==> src/rtl/cop_csr_pkg.sv <==
package cop_csr_pkg;

    // register byte offsets
    localparam logic [7:0] OFF_CTRL = 8'h00;
    localparam logic [7:0] OFF_ERR  = 8'h04;
    localparam logic [7:0] OFF_DIAG = 8'h1C;
    localparam logic [7:0] OFF_SRST = 8'h30;
    localparam logic [7:0] OFF_SYNC = 8'h34;

    // control/status bit positions
    localparam int ERR_LSB  = 0;
    localparam int BIT_IE   = 7;
    localparam int BIT_PB   = 10;
    localparam int BIT_WO   = 11;
    localparam int BIT_GO   = 12;
    localparam int BIT_QE   = 14;
    localparam int BIT_BZ   = 15;
    localparam int BANK_LSB = 16;

    // error register: pending interrupt position
    localparam int BIT_PEND = 7;

    typedef enum logic [1:0] {
        ST_IDLE  = 2'd0,
        ST_STALL = 2'd1,
        ST_REPLY = 2'd2
    } csr_state_e;

endpackage

==> src/rtl/cop_csr_bus_fsm.sv <==
module cop_csr_bus_fsm
    import cop_csr_pkg::*;
#(
    parameter int ADDR_W = 8
) (
    input  logic              clk,
    input  logic              rst_n,
    input  logic              sel_i,
    input  logic              we_i,
    input  logic [ADDR_W-1:0] addr_i,
    input  logic              eng_busy_i,
    output logic              accept_o,
    output logic              ack_o,
    output logic              stall_o
);

    csr_state_e state_q, state_d;
    logic       is_sync_wr;

    assign is_sync_wr = we_i && (addr_i == ADDR_W'(OFF_SYNC));

    // state register
    always_ff @(posedge clk or negedge rst_n) begin
        if (!rst_n) begin
            state_q <= ST_IDLE;
        end else begin
            state_q <= state_d;
        end
    end

    // next-state logic
    always_comb begin
        state_d = state_q;
        unique case (state_q)
            ST_IDLE: begin
                if (sel_i) begin
                    if (is_sync_wr && eng_busy_i) begin
                        state_d = ST_STALL;
                    end else begin
                        state_d = ST_REPLY;
                    end
                end
            end
            ST_STALL: begin
                if (!eng_busy_i) begin
                    state_d = ST_REPLY;
                end
            end
            ST_REPLY: begin
                state_d = ST_IDLE;
            end
            default: begin
                state_d = ST_IDLE;
            end
        endcase
    end

    // outputs
    always_comb begin
        accept_o = 1'b0;
        ack_o    = 1'b0;
        stall_o  = 1'b0;
        unique case (state_q)
            ST_IDLE:  accept_o = sel_i;
            ST_STALL: stall_o  = 1'b1;
            ST_REPLY: ack_o    = 1'b1;
            default:  ;
        endcase
    end

endmodule

==> src/rtl/cop_csr_sticky.sv <==
module cop_csr_sticky #(
    parameter int W = 4
) (
    input  logic         clk,
    input  logic         rst_n,
    input  logic         srst_i,
    input  logic [W-1:0] set_i,
    input  logic [W-1:0] clr_i,
    output logic [W-1:0] q_o
);

    for (genvar i = 0; i < W; i++) begin : g_cell
        always_ff @(posedge clk or negedge rst_n) begin
            if (!rst_n) begin
                q_o[i] <= 1'b0;
            end else if (srst_i) begin
                q_o[i] <= 1'b0;
            end else if (set_i[i]) begin
                q_o[i] <= 1'b1;
            end else if (clr_i[i]) begin
                q_o[i] <= 1'b0;
            end
        end
    end

endmodule

==> src/rtl/cop_csr_top.sv <==
module cop_csr_top
    import cop_csr_pkg::*;
#(
    parameter int          ADDR_W   = 8,
    parameter int          DATA_W   = 32,
    parameter int          N_ERR    = 6,
    parameter int          N_BANK   = 4,
    parameter logic [31:0] DIAG_RST = 32'h0000_4804
) (
    input  logic              clk,
    input  logic              rst_n,
    input  logic              bus_sel_i,
    input  logic              bus_we_i,
    input  logic [ADDR_W-1:0] bus_addr_i,
    input  logic [DATA_W-1:0] bus_wdata_i,
    output logic [DATA_W-1:0] bus_rdata_o,
    output logic              bus_ack_o,
    input  logic [N_ERR-1:0]  eng_err_i,
    input  logic              eng_busy_i,
    input  logic              eng_qempty_i,
    input  logic              eng_memwr_i,
    input  logic [N_BANK-1:0] eng_bankwr_i,
    output logic              run_o,
    output logic              pbchk_en_o,
    output logic              serial_o,
    output logic              irq_o
);

    localparam int N_FLAG = N_BANK + 1;

    logic              accept, fsm_stall;
    logic              wr_ctrl, wr_err, wr_diag, soft_rst;
    logic              irq_en_q, pb_q, run_q;
    logic [DATA_W-1:0] diag_q;
    logic [N_ERR-1:0]  err_q, err_clr;
    logic [N_FLAG-1:0] flag_q, flag_clr, flag_set;
    logic [DATA_W-1:0] rd_ctrl, rd_err, rd_mux, rdata_q;
    logic              pending;

    cop_csr_bus_fsm #(.ADDR_W(ADDR_W)) u_fsm (
        .clk        (clk),
        .rst_n      (rst_n),
        .sel_i      (bus_sel_i),
        .we_i       (bus_we_i),
        .addr_i     (bus_addr_i),
        .eng_busy_i (eng_busy_i),
        .accept_o   (accept),
        .ack_o      (bus_ack_o),
        .stall_o    (fsm_stall)
    );

    // write decode
    always_comb begin
        wr_ctrl  = accept && bus_we_i && (bus_addr_i == ADDR_W'(OFF_CTRL));
        wr_err   = accept && bus_we_i && (bus_addr_i == ADDR_W'(OFF_ERR));
        wr_diag  = accept && bus_we_i && (bus_addr_i == ADDR_W'(OFF_DIAG));
        soft_rst = accept && bus_we_i && (bus_addr_i == ADDR_W'(OFF_SRST));
    end

    // write-one-to-clear vectors
    always_comb begin
        err_clr  = (wr_ctrl || wr_err) ? bus_wdata_i[ERR_LSB +: N_ERR] : '0;
        flag_clr = wr_ctrl ? {bus_wdata_i[BANK_LSB +: N_BANK], bus_wdata_i[BIT_WO]} : '0;
        flag_set = {eng_bankwr_i, eng_memwr_i};
    end

    cop_csr_sticky #(.W(N_ERR)) u_err (
        .clk    (clk),
        .rst_n  (rst_n),
        .srst_i (soft_rst),
        .set_i  (eng_err_i),
        .clr_i  (err_clr),
        .q_o    (err_q)
    );

    cop_csr_sticky #(.W(N_FLAG)) u_flag (
        .clk    (clk),
        .rst_n  (rst_n),
        .srst_i (soft_rst),
        .set_i  (flag_set),
        .clr_i  (flag_clr),
        .q_o    (flag_q)
    );

    // configuration bits
    always_ff @(posedge clk or negedge rst_n) begin
        if (!rst_n) begin
            irq_en_q <= 1'b0;
            pb_q     <= 1'b0;
            run_q    <= 1'b0;
            diag_q   <= DATA_W'(DIAG_RST);
        end else if (soft_rst) begin
            irq_en_q <= 1'b0;
            pb_q     <= 1'b0;
            run_q    <= 1'b0;
            diag_q   <= DATA_W'(DIAG_RST);
        end else begin
            if (wr_ctrl) begin
                irq_en_q <= bus_wdata_i[BIT_IE];
                pb_q     <= bus_wdata_i[BIT_PB];
                run_q    <= bus_wdata_i[BIT_GO];
            end
            if (wr_diag) begin
                diag_q <= bus_wdata_i;
            end
        end
    end

    assign pending = irq_en_q && (|err_q);

    // read words
    always_comb begin
        rd_ctrl                       = '0;
        rd_ctrl[ERR_LSB +: N_ERR]     = err_q;
        rd_ctrl[BIT_IE]               = irq_en_q;
        rd_ctrl[BIT_PB]               = pb_q;
        rd_ctrl[BIT_WO]               = flag_q[0];
        rd_ctrl[BIT_GO]               = run_q;
        rd_ctrl[BIT_QE]               = eng_qempty_i;
        rd_ctrl[BIT_BZ]               = eng_busy_i;
        rd_ctrl[BANK_LSB +: N_BANK]   = flag_q[N_FLAG-1:1];
        rd_err                        = '0;
        rd_err[ERR_LSB +: N_ERR]      = err_q;
        rd_err[BIT_PEND]              = pending;
    end

    always_comb begin
        rd_mux = '0;
        if (bus_addr_i == ADDR_W'(OFF_CTRL)) begin
            rd_mux = rd_ctrl;
        end else if (bus_addr_i == ADDR_W'(OFF_ERR)) begin
            rd_mux = rd_err;
        end else if (bus_addr_i == ADDR_W'(OFF_DIAG)) begin
            rd_mux = diag_q;
        end
    end

    always_ff @(posedge clk or negedge rst_n) begin
        if (!rst_n) begin
            rdata_q <= '0;
        end else if (accept && !bus_we_i) begin
            rdata_q <= rd_mux;
        end
    end

    assign bus_rdata_o = rdata_q;
    assign run_o       = run_q;
    assign pbchk_en_o  = pb_q;
    assign serial_o    = diag_q[1];
    assign irq_o       = pending;

endmodule

==> config.mk <==
export PLATFORM = sky130hd
export DESIGN_NAME = cop_csr_top
export DESIGN_NICKNAME = d
export VERILOG_FILES = /design/src/rtl/cop_csr_pkg.sv /design/src/rtl/cop_csr_bus_fsm.sv /design/src/rtl/cop_csr_sticky.sv /design/src/rtl/cop_csr_top.sv
export SDC_FILE = /design/constraint.sdc
export NUM_CORES = 1
export LEC_CHECK = 0
export BUFFER_PORTS_ARGS = -buffer_cell sky130_fd_sc_hd__buf_2
export CELL_PAD_IN_SITES_DETAIL_PLACEMENT = 0
export CELL_PAD_IN_SITES_GLOBAL_PLACEMENT = 1
export CORE_ASPECT_RATIO = 0.7
export CORE_MARGIN = 5
export CORE_UTILIZATION = 39
export DETAILED_ROUTE_END_ITERATION = 7
export PLACE_DENSITY = 0.82
export RECOVER_POWER = 25
export SYNTH_ARGS = -nofsm -noshare
export SYNTH_HDL_FRONTEND = slang
export SYNTH_SLANG_ARGS = --single-unit
==> constraint.sdc <==
create_clock -name clk -period 2.7 [get_ports clk]
set_input_delay 0.27 -clock clk [delete_from_list [all_inputs] [get_ports clk]]
set_output_delay 0.27 -clock clk [all_outputs]
set_load 0.02 [all_outputs]
==> impl_metrics.yaml, run 1 <==
final_layout:
  fillers: 800
  drive_above_1_share_pct: 31.1
  nNetsFinal: 487
  area_growth_pct: 25.6
  seq_area_um2: 2010
  final_util_pct: 50.7
  final_cell_count_no_fill: 554
  multiInputGateArea_um2: 1290
  num_antenna_cells: 0
sta:
  fin_crit_ps: 2270
  finalSetupViolations: 0
  fin_crit_sh_pct: 84.1
  tns_ps: 0
  fmax_ghz: 0.441
  slew_viol_final: 81
  finClkSkew_ps: 5.77
  final_hold_viol_count: 0
  slew_headroom_pct: -29.1
  rsz0062_at_grt: "false"
  max_slew.worst_pin.slew_ps: 1940
  fin_hold_ws_ps: 147
route:
  drt_iter0_drc: 221
  dr.pass1.iters: 4
  drcViolationCount: 0
  vias: 2910
  drt_wl_total_um: 9180
  routedWlPerCell_um: 16.6
  drt-vias-per-instance: 5.25
  antenna_left: 0
yosys:
  synth-main-ff-cell: "dfrtp_1"
  synth.distinct_cells: 36
  synthArstFlopShare_pct: 100
  yosysTopAreaCell: "dfrtp_1"
  postSynthAreaPerCell_um2: 10.2
  synth_fp_nets: 393
  synth_area_leaders: "dfrtp_1, nand2_1, a21oi_1, nor2_1, a22o_1"
  synth_top_area_share_pct: 56.0
  synth_seq_cells: 80
  synth-edff-count: 0
  ys_seq_area_share_pct: 58.3
  synth_area_um2: 3440
  synth_cells: 336
  synth_most_common_cell: "dfrtp_1"
  synthTopCellsByCount: "dfrtp_1, nand2_1, nor2_1, a21oi_1, a22o_1"
  ys_warn_count: 0
die:
  core_area_um2: 8510
  die_w_um: 122
  chipHeight_um: 88.6
  start_util_pct: 40.4
  rows: 28
  io-pin-count: 94
  die_area_um2: 10800
setup_path:
  crit_path_start_kind: "flop"
  crit_type: "flop to flop"
  crit_required_ps: 2920
  crit_fanout: 14
  arrival_ps: 2490
  end_kind: "flop"
min_path:
  hold_path_class: "input port to flop"
cts:
  postCtsResizedCells: 0
  root_buffer: "clkbuf_16"
  clock_sinks: 80
  postCtsSetupRepairBufs: 0
  htreeDepth: 3
  insertion_delay_ps: 340
  clockBufferDepth: 2
  numCtsBuffers: 9
  cts_tree: "built"
  cts_hold_buf: 0
  clk_pin_slew_worst_paths_ps: 60
placed_design:
  dpl.hpwl_um: 6380
  gp_congestion: 0.772
  dp.cells: 539
  port_buffers: 93
power_and_ir_drop:
  clockPowerShare_pct: 42.4
  power.density_nw_per_um2: 628
  combPwrFrac_pct: 10.1
  peakVddDrop_v: 0.000274
  power_w: 0.00271
  power_switching_share_pct: 25.3
  seqPwrFrac_pct: 47.5
  p_int_w: 0.00202
  p_leak_nw: 2.01
  p_sw_w: 0.000687
global_routing:
  grt_max_degree: 81
  antenna_found_initial: 0
  overflow: 0
  grt_pass1_vias: 2988
  grt_usage_pct: 18.1
  grt_pass1_wl_um: 15100
flow_run:
  max_cap_viol_count: 1
status:
  violations: "max-capacitance violations, max-slew violations"
  status: "finished with violations"
cells by family (layout without fill, tap and decap cells):
family | after synthesis | after routing | synth area share [%]
and+or+nand+nor | 155 | 155 | 21.9
buffers and inverters | 24 | 122 | 4.69
AOI/OAI and AO/OA | 77 | 77 | 15.1
DFF | 80 | 80 | 58.3
flip-flops by register name (all words and copies together), names as in the netlist:
name,flops
u_err.q_o,6
run_o,1
pbchk_en_o,1
bus_rdata_o,32
irq_en_q,1
u_flag.q_o,5
u_fsm.state_q,2
diag_q,32
through the flow:
stage          instance area (um2)  worst slack, ps
2_1_floorplan                 3440              811
3_3_place_gp                  4040              421
3_5_place_dp                  4040              378
4_1_cts                       4320              428
5_1_grt                       4320              313
6_report                      4320              431
worst max-delay path, stage by stage (launching register included):
cell	delay [ps]
dfrtp_1	470
or4bb_1	640
or3_1	630
buf_4	290
nand2_1	80
a21oi_1	60
metal layers:
| metal | part of all wire, % | vias up | global-route usage [%] |
|---|---|---|---|
| met5 | 0 | - | 0 |
| met4 | 0.81 | 0 | 4.57 |
| met3 | 8.7 | 7 | 6.13 |
| met2 | 43 | 113 | 27.3 |
| met1 | 48 | 1423 | 25.2 |
| li1 | - | 1367 | - |
area by class of cell:
type | instances | share of cell area, %
tap | 120 | 3.48
timing repair buffer | 106 | 13.6
clock buffer | 11 | 5.85
multi-input combinational | 232 | 29.8
clock inverter | 4 | 0.695
inverter | 1 | 0.0869
sequential | 80 | 46.5
cell usage in the layout, fill, tap and decap left out, drive strengths merged, types with 2 or more instances in the layout:
| cell type | instances |
|---|---|
| a21oi | 40 |
| a221oi | 15 |
| a22o | 16 |
| buf | 105 |
| clkbuf | 12 |
| clkinv | 3 |
| dfrtp | 77 |
| dfstp | 3 |
| nand2 | 71 |
| nand3b | 3 |
| nand4 | 6 |
| nor2 | 45 |
| nor3 | 10 |
| nor3b | 6 |
| or3 | 2 |
| or4 | 3 |
power by group through the flow:
stage	clock network, W	logic, W	registers, W
finish	0.00115	0.000272	0.00129
global route	0.00122	0.000304	0.00129
CTS	0.00116	0.000278	0.00129
detailed placement	0	0.000277	0.00131
global placement	0	0.000271	0.00131
floorplan	0	0.0000788	0.00135
worst paths after layout:
path	startpoint	endpoint	slack, ps	cells after the start
worst max register to register	u_fsm.state_q[0]	diag_q[13]	430	5
worst max-delay path	u_fsm.state_q[0]	diag_q[13]	430	5
min in group asynchronous	rst_n	bus_rdata_o[13]	470	1
worst min-delay path	eng_busy_i	u_fsm.state_q[1]	150	2
max in group asynchronous	rst_n	bus_rdata_o[15]	1080	1
worst min register to register	diag_q[23]	bus_rdata_o[23]	480	1
No activity file was read; power rests on OpenSTA's default activity.
==> run 2, diff against run 1 <==
--- a/config.mk
+++ b/config.mk
@@ -10,9 +10,9 @@
 export CELL_PAD_IN_SITES_GLOBAL_PLACEMENT = 1
 export CORE_ASPECT_RATIO = 0.7
 export CORE_MARGIN = 5
-export CORE_UTILIZATION = 39
+export CORE_UTILIZATION = 36
 export DETAILED_ROUTE_END_ITERATION = 7
-export PLACE_DENSITY = 0.82
+export PLACE_DENSITY = 0.8
 export RECOVER_POWER = 25
 export SYNTH_ARGS = -nofsm -noshare
 export SYNTH_HDL_FRONTEND = slang
==> constraint.sdc (replaced) <==
create_clock -name clk -period 1.85 [get_ports clk]
set_input_delay 0.185 -clock clk [delete_from_list [all_inputs] [get_ports clk]]
set_output_delay 0.185 -clock clk [all_outputs]
set_load 0.02 [all_outputs]
==> run 2 against run 1 <==
The flow now finishes without violations. Global-route usage decreased by 1.5 points. First-iteration DRC count increased by 3.2%. Sequential share of layout area decreased by 3.0 points. Utilization decreased by 0.43 points. Critical endpoint is now irq_o. Largest cell class unchanged. Largest power group unchanged.
==> impl_metrics.yaml, run 2 (synthesis gave the netlist of run 1 again) <==
setup_path:
  arrival_ps: 1650
  cpMaxStageDelayCell: "or4_1"
  crit_path_start_kind: "flop"
  crit_type: "flop to primary output"
  crit_family: "simple AND/OR/NAND/NOR gates"
  slowest_delay_ps: 520
  end_kind: "primary output"
  critPathBufInv: 1
  crit_fanout: 2
  path_cells: "or4_1, o31a_1, buf_6"
  crit_required_ps: 1660
power_and_ir_drop:
  p_int_w: 0.00314
  seqPwrFrac_pct: 45.7
  peakVddDrop_v: 0.000484
  power.density_nw_per_um2: 889
  clockPowerShare_pct: 44.0
  p_leak_nw: 2.16
  p_sw_w: 0.000961
  power_switching_share_pct: 23.4
  combPwrFrac_pct: 10.3
die:
  rows: 29
  io-pin-count: 94
  start_util_pct: 37.5
  die_area_um2: 11600
  die_w_um: 127
  core_area_um2: 9180
  chipHeight_um: 91.8
global_routing:
  overflow: 0
  grt_pass1_wl_um: 15300
  grt_pass1_vias: 2991
  grt_max_degree: 38
  grt_usage_pct: 16.5
  antenna_found_initial: 0
cts:
  clockBufferDepth: 2
  htreeDepth: 3
  clock_sinks: 80
  insertion_delay_ps: 330
  root_buffer: "clkbuf_16"
  clk_pin_slew_worst_paths_ps: 60
  numCtsBuffers: 9
  cts_tree: "built"
sta:
  slew_viol_final: 0
  max_slew.worst_pin.slew_ps: 656
  rsz0062_at_grt: "true"
  finalSetupViolations: 0
  fin_crit_ps: 1830
  slew_headroom_pct: 56.3
  finClkSkew_ps: 7.34
  tns_ps: 0
  final_hold_viol_count: 0
  fmax_ghz: 0.545
  fin_crit_sh_pct: 99.1
route:
  drt-vias-per-instance: 5.10
  drcViolationCount: 0
  antenna_left: 0
  dr.pass1.iters: 4
  drt_iter0_drc: 228
  vias: 2971
  drt_wl_total_um: 9560
  routedWlPerCell_um: 16.4
placed_design:
  dp.cells: 560
  gp_congestion: 0.819
  port_buffers: 93
  dpl.hpwl_um: 6910
final_layout:
  final_common_cell: "buf_2"
  drive_above_1_share_pct: 36.5
  mostFrequentLayoutCells: "buf_2, dfrtp_1, nand2_1"
  final_cell_count_no_fill: 582
  num_antenna_cells: 0
  area_growth_pct: 34.3
  nNetsFinal: 511
status:
  status: "complete, no violations"
flow_run:
  max_cap_viol_count: 0
min_path:
  hold_path_class: "input port to flop"
-- run 2: cell count changes in the layout (fill, tap and decap cells not counted), sizes merged --
cell and delta:
dlygate4sd3 +1, bufinv +1, clkbuf +3, buf +22, clkinv -3
-- run 2: routing by layer --
metal	global-route usage (%)	part of all wire, %	up-vias
met2	24.3	44	111
met5	0	0	-
met1	23.3	48	1431
met4	4.20	1.0	0
met3	5.81	7.6	9
li1	-	-	1420
-- run 2: worst paths after layout --
path	start	to	slack (ps)	depth (start not counted)
max	u_err.q_o[0]	irq_o	20	3
min	eng_err_i[2]	u_err.q_o[2]	70	3
max reg2reg	u_fsm.state_q[0]	u_flag.q_o[0]	50	5
min reg2reg	diag_q[8]	bus_rdata_o[8]	490	1
max in group asynchronous	rst_n	diag_q[2]	400	3
min in group asynchronous	rst_n	diag_q[9]	410	2
-- run 2: worst min-delay path: cells and delay by family --
kind / cells / cell delay, ps
buffers and inverters: 1 / 80
AND/OR/NAND/NOR: 1 / 70
AO/OA/AOI/OAI: 1 / 30
-- run 2: cell type report --
type	count	area (um2)
well taps	124	155
repair buffers	130	811
clock buffers	13	270
fillers	878	4560
multi-input cells	232	1330
inverters	1	3.75
flip-flops and latches	80	2010
clock inverters	2	37.5
-- run 2: timing repair --
item	4_1_cts	5_1_grt
setup buffers	2	2
pin swaps	0	4
cloned	0	2
setup endpoints to repair	1	37
hold endpoints to repair	25	0
hold buffers	1	0
resized for setup	2	22
-- run 2: stage by stage --
step	util, %	hold WS [ps]	setup WS (ps)	power, W	area [um2]
finish	50.3	68.7	16.0	0.00410	4620
detailed placement	45.6	119	-62.8	0.00233	4190
global route	50.3	69.7	-47.1	0.00428	4620
global placement	45.6	120	6.22	0.00232	4190
floorplan	-	-111	-23.9	0.00209	3440
CTS	49.3	58.5	5.27	0.00416	4530
-- run 2: power by group through the flow --
stage	combinational [W]	sequential, W	clock (W)
final	0.000422	0.00187	0.00181
after floorplan	0.000116	0.00197	0
after CTS	0.000431	0.00188	0.00185
after global placement	0.000420	0.00190	0
after detailed placement	0.000427	0.00191	0
after global routing	0.000467	0.00188	0.00193
==> run 3, diff against run 2 <==
--- a/config.mk
+++ b/config.mk
@@ -9,7 +9,7 @@
 export CELL_PAD_IN_SITES_DETAIL_PLACEMENT = 0
 export CELL_PAD_IN_SITES_GLOBAL_PLACEMENT = 1
 export CORE_ASPECT_RATIO = 0.7
-export CORE_MARGIN = 5
+export CORE_MARGIN = 3
 export CORE_UTILIZATION = 36
 export DETAILED_ROUTE_END_ITERATION = 7
 export PLACE_DENSITY = 0.8
==> constraint.sdc (replaced) <==
create_clock -name clk -period 1.5 [get_ports clk]
set_input_delay 0.15 -clock clk [delete_from_list [all_inputs] [get_ports clk]]
set_output_delay 0.15 -clock clk [all_outputs]
set_load 0.02 [all_outputs]
==> run 3 against run 2 <==
Cell count up 5.2%. The run now ends with negative setup slack left. Clock power is 46% higher. Clock skew hardly changed. Non-clock buffer count up 29. Hold slack worse by 38 ps. Setup slack got worse by 390 ps. Largest cell class unchanged. Clock-buffer cell count is 1 lower. Global-route usage is 4.4 points higher. Utilization increased by 11 points. Register-to-register slack got worse by 420 ps. Die area fell by 7.4%.
==> impl_metrics.yaml, run 3 (synthesis gave the netlist of run 1 again) <==
cts:
  cts_tree: "built"
  numCtsBuffers: 9
  clock_sinks: 80
  root_buffer: "clkbuf_16"
  insertion_delay_ps: 340
  clk_pin_slew_worst_paths_ps: 60
  htreeDepth: 3
  clockBufferDepth: 2
power_and_ir_drop:
  p_leak_nw: 2.57
  seqPwrFrac_pct: 41.1
  combPwrFrac_pct: 12.0
  p_int_w: 0.00432
  power_switching_share_pct: 23.4
  clockPowerShare_pct: 46.8
  peakVddDrop_v: 0.000552
  power.density_nw_per_um2: 1000
  power_w: 0.00564
  p_sw_w: 0.00132
route:
  dr.pass1.iters: 4
  drt-vias-per-instance: 5.21
  drcViolationCount: 0
  routedWlPerCell_um: 18.7
  antenna_left: 0
  drt_wl_total_um: 11400
  drt_iter0_drc: 158
  vias: 3187
placed_design:
  gp_congestion: 0.848
  dp.cells: 579
  post_dp_cell_area_um2: 4460
  port_buffers: 93
  dpl.hpwl_um: 6980
die:
  start_util_pct: 37.5
  chipHeight_um: 87.8
  core_area_um2: 9180
  rows: 29
  io-pin-count: 94
  die_area_um2: 10800
  die_w_um: 123
setup_path:
  r2r-end: "diag_q[26]"
  crit_required_ps: 1770
  r2r_start: "u_fsm.state_q[1]"
  rrSetupSlack_ps: -370
  worstRegToRegCells: 7
  crit_path_start_kind: "flop"
  end_kind: "flop"
  arrival_ps: 2140
  endpoint: "diag_q[26]"
  crit_start: "u_fsm.state_q[1]"
  crit_type: "flop to flop"
  crit_fanout: 6
sta:
  fin_crit_sh_pct: 125
  max_slew.worst_pin.slew_ps: 928
  slew_headroom_pct: 38.1
  fin_crit_ps: 1870
  finClkSkew_ps: 7.46
  fin_hold_ws_ps: 30.5
  final_hold_viol_count: 0
  slew_viol_final: 0
  rsz0062_at_grt: "true"
  finalSetupViolations: 79
  setup_ws_ps: -369
  fmax_ghz: 0.535
min_path:
  hold_path_class: "input port to flop"
  hold_start: "eng_err_i[1]"
global_routing:
  grt_max_degree: 35
  grt_pass1_wl_um: 17000
  overflow: 0
  grt_usage_pct: 20.9
  antenna_found_initial: 0
  grt_pass1_vias: 3293
final_layout:
  final_common_cell: "buf_2"
  final_util_pct: 61.4
  final_cell_area_um2: 5640
  nNetsFinal: 540
  fillers: 722
  area_growth_pct: 64.0
  drive_above_1_share_pct: 58.6
  final_cell_count_no_fill: 612
  num_antenna_cells: 0
  mostFrequentLayoutCells: "buf_2, dfrtp_1, nand2_1"
flow_run:
  max_cap_viol_count: 0
status:
  status: "finished with violations"
  violations: "negative setup slack"
==> run 3: changes by cell type in the layout (fill, tap and decap cells not counted), sizes merged <==
cell and delta:
bufbuf +1, bufinv +2, clkinv +1, clkinvlp -1, buf +27
==> run 3: what timing repair did <==
action / 4_1_cts / 5_1_grt
endpoints found under the hold margin: 29 / 0
setup endpoints to repair: 79 / 80
setup buffers: 7 / 9
hold buffers: 1 / 0
pin swaps: 50 / 36
gates cloned: 5 / 2
gates resized for setup: 94 / 62
==> run 3: worst min path at each step <==
stage	to	depth (start not counted)	slack, ps
after global placement	bus_rdata_o[16]	1	140
final	u_err.q_o[1]	3	30
after detailed placement	bus_rdata_o[16]	1	140
after floorplan	bus_rdata_o[0]	0	-150
after CTS	u_err.q_o[1]	3	20
after global routing	diag_q[21]	3	30
==> run 3: power groups by stage <==
| stage | Combinational, W | Clock [W] | Sequential (W) |
|---|---|---|---|
| global placement | 0.000558 | 0 | 0.00235 |
| global route | 0.000734 | 0.00278 | 0.00233 |
| finish | 0.000679 | 0.00264 | 0.00232 |
| floorplan | 0.000162 | 0 | 0.00244 |
| CTS | 0.000638 | 0.00269 | 0.00232 |
| detailed placement | 0.000564 | 0 | 0.00235 |
==> run 3: final cells by class <==
class / instances / area, um2 / area share (%)
inverters: 1 / 3.75 / 0.0666
repair buffers: 159 / 1260 / 22.4
multi-input cells: 232 / 1850 / 32.7
well taps: 124 / 155 / 2.75
clock buffers: 12 / 267 / 4.73
flip-flops and latches: 80 / 2010 / 35.6
clock inverters: 4 / 98.8 / 1.75
==> run 3: routing by layer <==
layer  routed length [um]  global-route usage (%)  vias up
li1                     -                       -     1486
met1                 4990                    28.7     1575
met2                 5480                    32.3      113
met3                  792                    6.52       13
met4                  161                    6.10        0
met5                    0                       0        -
==> run 3: worst max-delay path: stages, from the launching register on <==
cell	delay, ps
dfrtp_1	390
or4bb_4	590
buf_6	150
nor3_4	190
buf_6	150
buf_8	140
nand2_2	60
a21oi_2	110
==> run 3: stage by stage <==
step	worst slack, ps	TNS, ps
2_1_floorplan	-373	-21730
3_3_place_gp	-335	-21890
3_5_place_dp	-353	-23390
4_1_cts	-332	-19920
5_1_grt	-443	-25340
6_report	-369	-20590
